<file path="src/rtl/resp_cmp_pkg.sv">
package resp_cmp_pkg;

  typedef enum logic [1:0] {
    CMP_ONES     = 2'd0,
    CMP_TRANS    = 2'd1,
    CMP_SYND     = 2'd2,
    CMP_ONES_ALT = 2'd3
  } cmp_mode_e;

  // Does one accepted response bit add to the count?
  function automatic logic count_hit(cmp_mode_e mode, logic bit_i,
                                     logic prev, logic first);
    logic hit;
    case (mode)
      CMP_TRANS: hit = !first && (bit_i != prev);
      default:   hit = bit_i;
    endcase
    return hit;
  endfunction

endpackage

</file>
<file path="src/rtl/rc_counter.sv">
module rc_counter #(
  parameter int W = 20
) (
  input  logic         clk,
  input  logic         rst_n,
  input  logic         clr,
  input  logic         inc,
  output logic [W-1:0] q
);
  localparam logic [W-1:0] ONE = W'(1);

  always_ff @(posedge clk or negedge rst_n) begin
    if (!rst_n)   q <= '0;
    else if (clr) q <= '0;
    else if (inc) q <= q + ONE;
  end
endmodule

</file>
<file path="src/rtl/rc_track.sv">
module rc_track (
  input  logic clk,
  input  logic rst_n,
  input  logic start,
  input  logic accept,
  input  logic resp,
  output logic prev_q,
  output logic first_q
);
  always_ff @(posedge clk or negedge rst_n) begin
    if (!rst_n) begin
      prev_q  <= 1'b0;
      first_q <= 1'b1;
    end else if (start) begin
      first_q <= 1'b1;
    end else if (accept) begin
      prev_q  <= resp;
      first_q <= 1'b0;
    end
  end
endmodule

</file>
<file path="src/rtl/rc_verdict.sv">
module rc_verdict #(
  parameter int W = 20
) (
  input  logic         clk,
  input  logic         rst_n,
  input  logic         start,
  input  logic         finish,
  input  logic [W-1:0] count,
  input  logic [W-1:0] ref_val,
  output logic         result_valid,
  output logic         pass
);
  always_ff @(posedge clk or negedge rst_n) begin
    if (!rst_n) begin
      result_valid <= 1'b0;
      pass         <= 1'b0;
    end else if (start) begin
      result_valid <= 1'b0;
      pass         <= 1'b0;
    end else if (finish) begin
      result_valid <= 1'b1;
      pass         <= (count == ref_val);
    end
  end
endmodule

</file>
<file path="src/rtl/resp_compactor.sv">
module resp_compactor
  import resp_cmp_pkg::*;
#(
  parameter int W = 20
) (
  input  logic         clk,
  input  logic         rst_n,
  input  logic         start_i,
  input  logic         valid_i,
  input  logic         resp_i,
  input  logic [1:0]   mode_i,
  input  logic [W-1:0] ref_i,
  input  logic         done_i,
  output logic [W-1:0] count_o,
  output logic [W-1:0] patterns_o,
  output logic         result_valid_o,
  output logic         pass_o
);
  logic      active_q;
  cmp_mode_e mode_q;
  logic      accept;
  logic      done_eff;
  logic      hit;
  logic      prev_q;
  logic      first_q;

  assign accept   = active_q && valid_i && !start_i && !done_i;
  assign done_eff = active_q && done_i && !start_i;
  assign hit      = accept && count_hit(mode_q, resp_i, prev_q, first_q);

  always_ff @(posedge clk or negedge rst_n) begin
    if (!rst_n) begin
      active_q <= 1'b0;
      mode_q   <= CMP_ONES;
    end else if (start_i) begin
      active_q <= 1'b1;
      mode_q   <= cmp_mode_e'(mode_i);
    end else if (done_eff) begin
      active_q <= 1'b0;
    end
  end

  rc_track u_track (
    .clk(clk), .rst_n(rst_n), .start(start_i), .accept(accept),
    .resp(resp_i), .prev_q(prev_q), .first_q(first_q)
  );

  rc_counter #(.W(W)) u_cnt_event (
    .clk(clk), .rst_n(rst_n), .clr(start_i), .inc(hit), .q(count_o)
  );

  rc_counter #(.W(W)) u_cnt_pat (
    .clk(clk), .rst_n(rst_n), .clr(start_i), .inc(accept), .q(patterns_o)
  );

  rc_verdict #(.W(W)) u_verdict (
    .clk(clk), .rst_n(rst_n), .start(start_i), .finish(done_eff),
    .count(count_o), .ref_val(ref_i),
    .result_valid(result_valid_o), .pass(pass_o)
  );
endmodule

</file>
<file path="config.mk">
export PLATFORM = sky130hd
export DESIGN_NAME = resp_compactor
export DESIGN_NICKNAME = d
export VERILOG_FILES = /design/src/rtl/resp_cmp_pkg.sv /design/src/rtl/rc_counter.sv /design/src/rtl/rc_track.sv /design/src/rtl/rc_verdict.sv /design/src/rtl/resp_compactor.sv
export SDC_FILE = /design/constraint.sdc
export NUM_CORES = 1
export LEC_CHECK = 0
export ABC_AREA = 1
export BUFFER_PORTS_ARGS = -buffer_cell sky130_fd_sc_hd__buf_2
export CORE_MARGIN = 4
export CORE_UTILIZATION = 45
export CTS_CLUSTER_SIZE = 28
export DETAILED_ROUTE_END_ITERATION = 12
export MAX_ROUTING_LAYER = met4
export PLACE_DENSITY = 0.69
export SLEW_MARGIN = 20
export SYNTH_ARGS = -nofsm -noshare
export SYNTH_HDL_FRONTEND = slang
export SYNTH_SLANG_ARGS = --single-unit
</file>
<file path="constraint.sdc">
create_clock -name clk -period 4.4 [get_ports clk]
set_input_delay 0.44 -clock clk [delete_from_list [all_inputs] [get_ports clk]]
set_output_delay 0.44 -clock clk [all_outputs]
set_load 0.05 [all_outputs]
</file>
Word level (Yosys, flattened, before mapping)
Cells that the tools add are included.
{"block": "word_totals", "reg_bits": 47, "latch_bits": 0, "mem_bits_rw": 0, "mem_bits_ro": 0, "inputBits": 28, "out_inout_bits": 42, "elab_cells": 41, "n_memories": 0}
{"block": "classes", "add_sub_neg": 2, "mul": 0, "div_mod_pow": 0, "magnitude_cmp": 0, "n_eq_ne": 3, "n_shift": 0, "n_mux": 13, "bitwise_logic": 1, "n_reduce_logical": 14}
{"op": "two-way mux 20 bit", "count": 4}
{"op": "adder 20 x 1 -> 20 bit (second input constant)", "count": 2}
{"op": "equality test 20 bit", "count": 1}
{"op": "two-way mux 1 bit", "count": 9}
{"op": "logical AND 1 bit", "count": 7}
{"op": "nonzero test 2 bit", "count": 3}
{"op": "zero test 1 bit", "count": 3}
{"op": "equality test 2 x 1 -> 1 bit (second input constant)", "count": 1}
{"op": "AND reduction 2 bit", "count": 1}
{"op": "inequality test 1 bit", "count": 1}
{"op": "NOT 1 bit", "count": 1}

Logic depth before layout (Yosys ltp)
{"block": "logic_depth", "depth_word": 6, "ltp_mapped": 10, "ltp_nobuf": 10}

Hierarchy
Synthesis repeated with hierarchy kept, for this count alone.
{"block": "unflattened", "hier_cells": 473, "area_unflattened_um2": 3098.0}
{"mod": "rc_counter", "instances": 2, "cells_each": 162, "area_per_inst_um2": 1171.1, "seq_area_each_um2": 500.5}
{"mod": "rc_verdict", "instances": 1, "cells_each": 114, "area_per_inst_um2": 491.7, "seq_area_each_um2": 50.0}
{"mod": "resp_compactor", "instances": 1, "cells_each": 26, "area_per_inst_um2": 183.9, "seq_area_each_um2": 75.1}
{"mod": "rc_track", "instances": 1, "cells_each": 9, "area_per_inst_um2": 80.1, "seq_area_each_um2": 51.3}

Least setup slack after synthesis
Ideal clock, no wire load.
{"block": "synth_timing", "path_type": "flip-flop to flip-flop", "startpoint": "reg u_cnt_pat.q[1]", "endpoint": "reg u_cnt_pat.q[18]", "t_arrival_ns": 1.706, "required_ns": 4.281, "path_slack_ns": 2.575, "stages_incl_launch_ff": 11, "path_buffers": 0, "synth_period_minus_slack_ns": 1.825, "path_cell_list": "dfrtp_1 -> ha_1 -> nand2_2 -> nor2_4 -> nand2_1 -> nor2_4 -> nand2_2 -> nor2_2 -> nand2_1 -> nand2_1 -> nor2_1"}
{"block": "synth_between", "elab_chain_cells": 3}
{"element": "from (decl)", "line_no": "rc_counter.sv:8", "source": "output logic [W-1:0] q"}
{"element": "from (signal assigned)", "line_no": "rc_counter.sv:15", "source": "else if (inc) q <= q + ONE;"}
{"element": "adder 20 x 1 -> 20 bit", "line_no": "rc_counter.sv:15"}
{"element": "two-way mux 20 bit", "line_no": "rc_counter.sv:15"}
{"element": "two-way mux 20 bit", "line_no": "rc_counter.sv:14", "source": "else if (clr) q <= '0;"}
Every way passes these cells. The select of a mux whose other input is x is not followed.
A chain may end at the register's enable or synchronous reset.

Worst setup path in the final report
{"block": "layout_timing", "startpoint": "in start_i", "endpoint": "reg u_cnt_pat.q[1]"}
{"block": "layout_between", "elab_chain_cells": 4, "elab_cells_between_ends": 5}
{"element": "from (decl)", "line_no": "resp_compactor.sv:8", "source": "input logic start_i,"}
{"element": "zero test 1 bit", "line_no": "resp_compactor.sv:27", "source": "assign accept = active_q && valid_i && !start_i && !done_i;"}
{"element": "logical AND 1 bit (2 in a row)", "line_no": "resp_compactor.sv:27"}
{"element": "nonzero test 2 bit (no line)"}
Parallel ways exist; a longest one is shown, timed or not.

==> impl_results.md <==
- Largest stage delay on the critical path: 480 ps
- Via density: 5.19
- Slew of the pin with the lowest slew margin: 610 ps
- Nets: 516
- WL/cell: roughly 13 µm
- I/O Buffers: ~70
- Max Buffers Root-to-Sink: 2
- Max VDD drop: 0.000150 V
- Slew Viols, Final: 0
- Yosys top cell by area: dfrtp_1
- Reg clk slew, reported paths: 90 ps
- Worst r2r dst: u_cnt_event.q[16]
- Tcrit/Tclk final: 41.5%
- Critical-path top delay cell: clkinv_1
- CP Launch Type: primary input
- Distinct cells, synth: 31
- Layout area overhead: 16.6%
- IO Pins: 70
- Clock skew: 5.48 ps
- Starting Density: 46.4%
- Routability cong.: 0.908
- CP Capture Type: flip-flop
- Minimum clock period: 1820 ps
- Synthesized instance count: 418
- Share of layout cells above drive strength 1: a little over a fifth
- Register-to-Register Path Depth: 8
- Pin count of the biggest net entering global routing: 48
- Final core utilization: 54.1%
- Number of global-route vias before repair: a little under 3000
- H-tree Lvls: 2
- Hpwl dp: 5590 µm
- Sequential cell area fraction in the yosys report: around 40%
- Yosys warns: 0
- Synth Cell Area: 2960 µm²
- Total CTS buffers: 5
- Post-synth ARST share: 100%
- Total negative setup slack: 0 ps
- Power per Cell Area: 229 nW/µm²
- Std-Cell Rows: 29
- Hold WS: 137 ps
- Hold buffer count at cts: 0
- Count leader, synth: nand2_1
- Dpl cell area: approximately 3400 µm²
- Top cells by area, synth: dfrtp_1, nand2_1, inv_1
- RSZ-0062 raised after global routing: false
- Design area: 3450 µm²
- DR pass1 iterations: 4
- Post_cts resized: 0
- Area share of the largest cell type after synthesis: 38.9%
- 1st-iter DRT viols: 178
- Mapped Nets: 448
- Synthesized flop and latch total: 47
- Root Driver: clkbuf_8
- Static Leakage: 0.00170 µW
- Reg2Reg Setup Slack: approximately 2600 ps
- Initial antenna violation count: 0
- Total Routing Usage GR: 21.0%
- Final hold vios: 0
- Vias: slightly below 3000
- FF-to-FF Start: mode_q[1]
- Diodes inserted: 0
- Synth Flop Type: dfrtp_1
- Crit path DAT: about 2000 ps
- Syn_area_per_cell: slightly above 7 µm²
- WP data required: roughly 4600 ps
- Clock sinks: 47
- Synth cell count leaders: nand2_1, inv_1, nor2_1, dfrtp_1, o21ai_0
- Worst-path cell chain: buf_2, clkinv_1, buf_4, nand2_1, inv_1, a22o_1
- Total grt overflow: 0
- First-pass GRT wire length: ~13000 µm
- Max Cap Viol: 0
- Die width: around 90 µm
- Max_slew headroom: about three fifths
- Hold Crit Class: in -> async
- ANT nets after route: 0
- CP max FO: 18
- Finish-stage setup viols: 0
- Worst skew pair latency: 300 ps
- Post-CTS Setup Bufs: 0
- Post-route DRC: 0
- Post-Route WL: 7480 µm
- Core box area: 6390 µm²
- F_max: 0.548 GHz
- CTS tree: done
- EDFF count, synth: 0
- Die area: 7940 µm²
- Crit Path Class: in -> reg
- Die Y-Extent: a little under 90 µm
- Status: finished clean
kinds of logic (layout without fill, tap and decap cells):
family / count (synthesis) / in the layout / share of synthesized area, %
compound gates: 57 / 57 / 10.3
xor+xnor: 11 / 11 / 3.25
fa+ha+maj: 2 / 2 / 0.845
buf+inv: 68 / 137 / 9.34
flops: 47 / 47 / 39.8
simple gates: 233 / 233 / 36.5
where the power goes:
group,internal (µW),switching [µW]
sequential,439,4.98
combinational,24.3,50.6
clock,114,157
layout make-up:
| class | instances | area, µm² |
|---|---|---|
| clock buffer | 5 | 68.8 |
| clock inverter | 3 | 25.0 |
| fill | 624 | 2930 |
| inverter | 59 | 221 |
| multi-input combinational | 303 | 1510 |
| sequential | 47 | 1180 |
| tap | 77 | 96.3 |
| timing repair buffer | 70 | 355 |
worst max-delay path: cells and delay by family:
| kind | cells | cell delay, ps |
|---|---|---|
| buffers and inverters | 4 | 1210 |
| AND/OR/NAND/NOR | 1 | 170 |
| AO/OA/AOI/OAI | 1 | 190 |
metrics by stage:
step | std cells | setup slack (ps) | total power, µW
after floorplan | 418 | 2580 | 494
after global placement | 556 | 2330 | 526
after detailed placement | 556 | 2230 | 528
after CTS | 564 | 2580 | 800
after global routing | 564 | 2400 | 831
final | 564 | 2580 | 789
routing by layer:
metal / GRT usage, % / vias to the layer above / wire [µm]
met5: - / - / 0
met4: 5.14 / 0 / 73
met3: 3.13 / 9 / 473
met2: 36.8 / 91 / 3680
met1: 25.3 / 1339 / 3260
li1: - / 1488 / -
registers in the layout, summed over array words and instances, names as in the netlist:
register	count
mode_q	2
u_verdict.pass	1
u_verdict.result_valid	1
u_cnt_event.q	20
u_cnt_pat.q	20
u_track.first_q	1
active_q	1
u_track.prev_q	1
worst max-delay path by stage:
| stage | start | cells after the start | to | slack (ps) |
|---|---|---|---|---|
| after floorplan | u_cnt_pat.q[1] | 10 | u_cnt_pat.q[18] | 2580 |
| after global routing | start_i | 6 | u_cnt_pat.q[1] | 2400 |
| final | start_i | 6 | u_cnt_pat.q[1] | 2580 |
| after global placement | start_i | 6 | u_cnt_pat.q[1] | 2330 |
| after detailed placement | start_i | 6 | u_cnt_pat.q[1] | 2230 |
| after CTS | start_i | 6 | u_cnt_pat.q[1] | 2580 |
layout by cell type, fill, tap and decap left out, types with 2 or more instances in the layout:
cell type,instances
nor3_1,3
buf_4,2
ha_1,2
nor2_1,54
inv_1,57
clkbuf_8,5
clkinv_4,2
xnor2_1,10
dfrtp_1,46
nor2_2,6
nor2_4,6
o22ai_1,2
a21oi_1,14
nand2_1,99
nand3_2,2
buf_2,68
nand4_1,25
nand2_2,7
nand3_1,30
a31oi_1,3
o21ai_0,33
No activity file was read; power rests on OpenSTA's default activity.
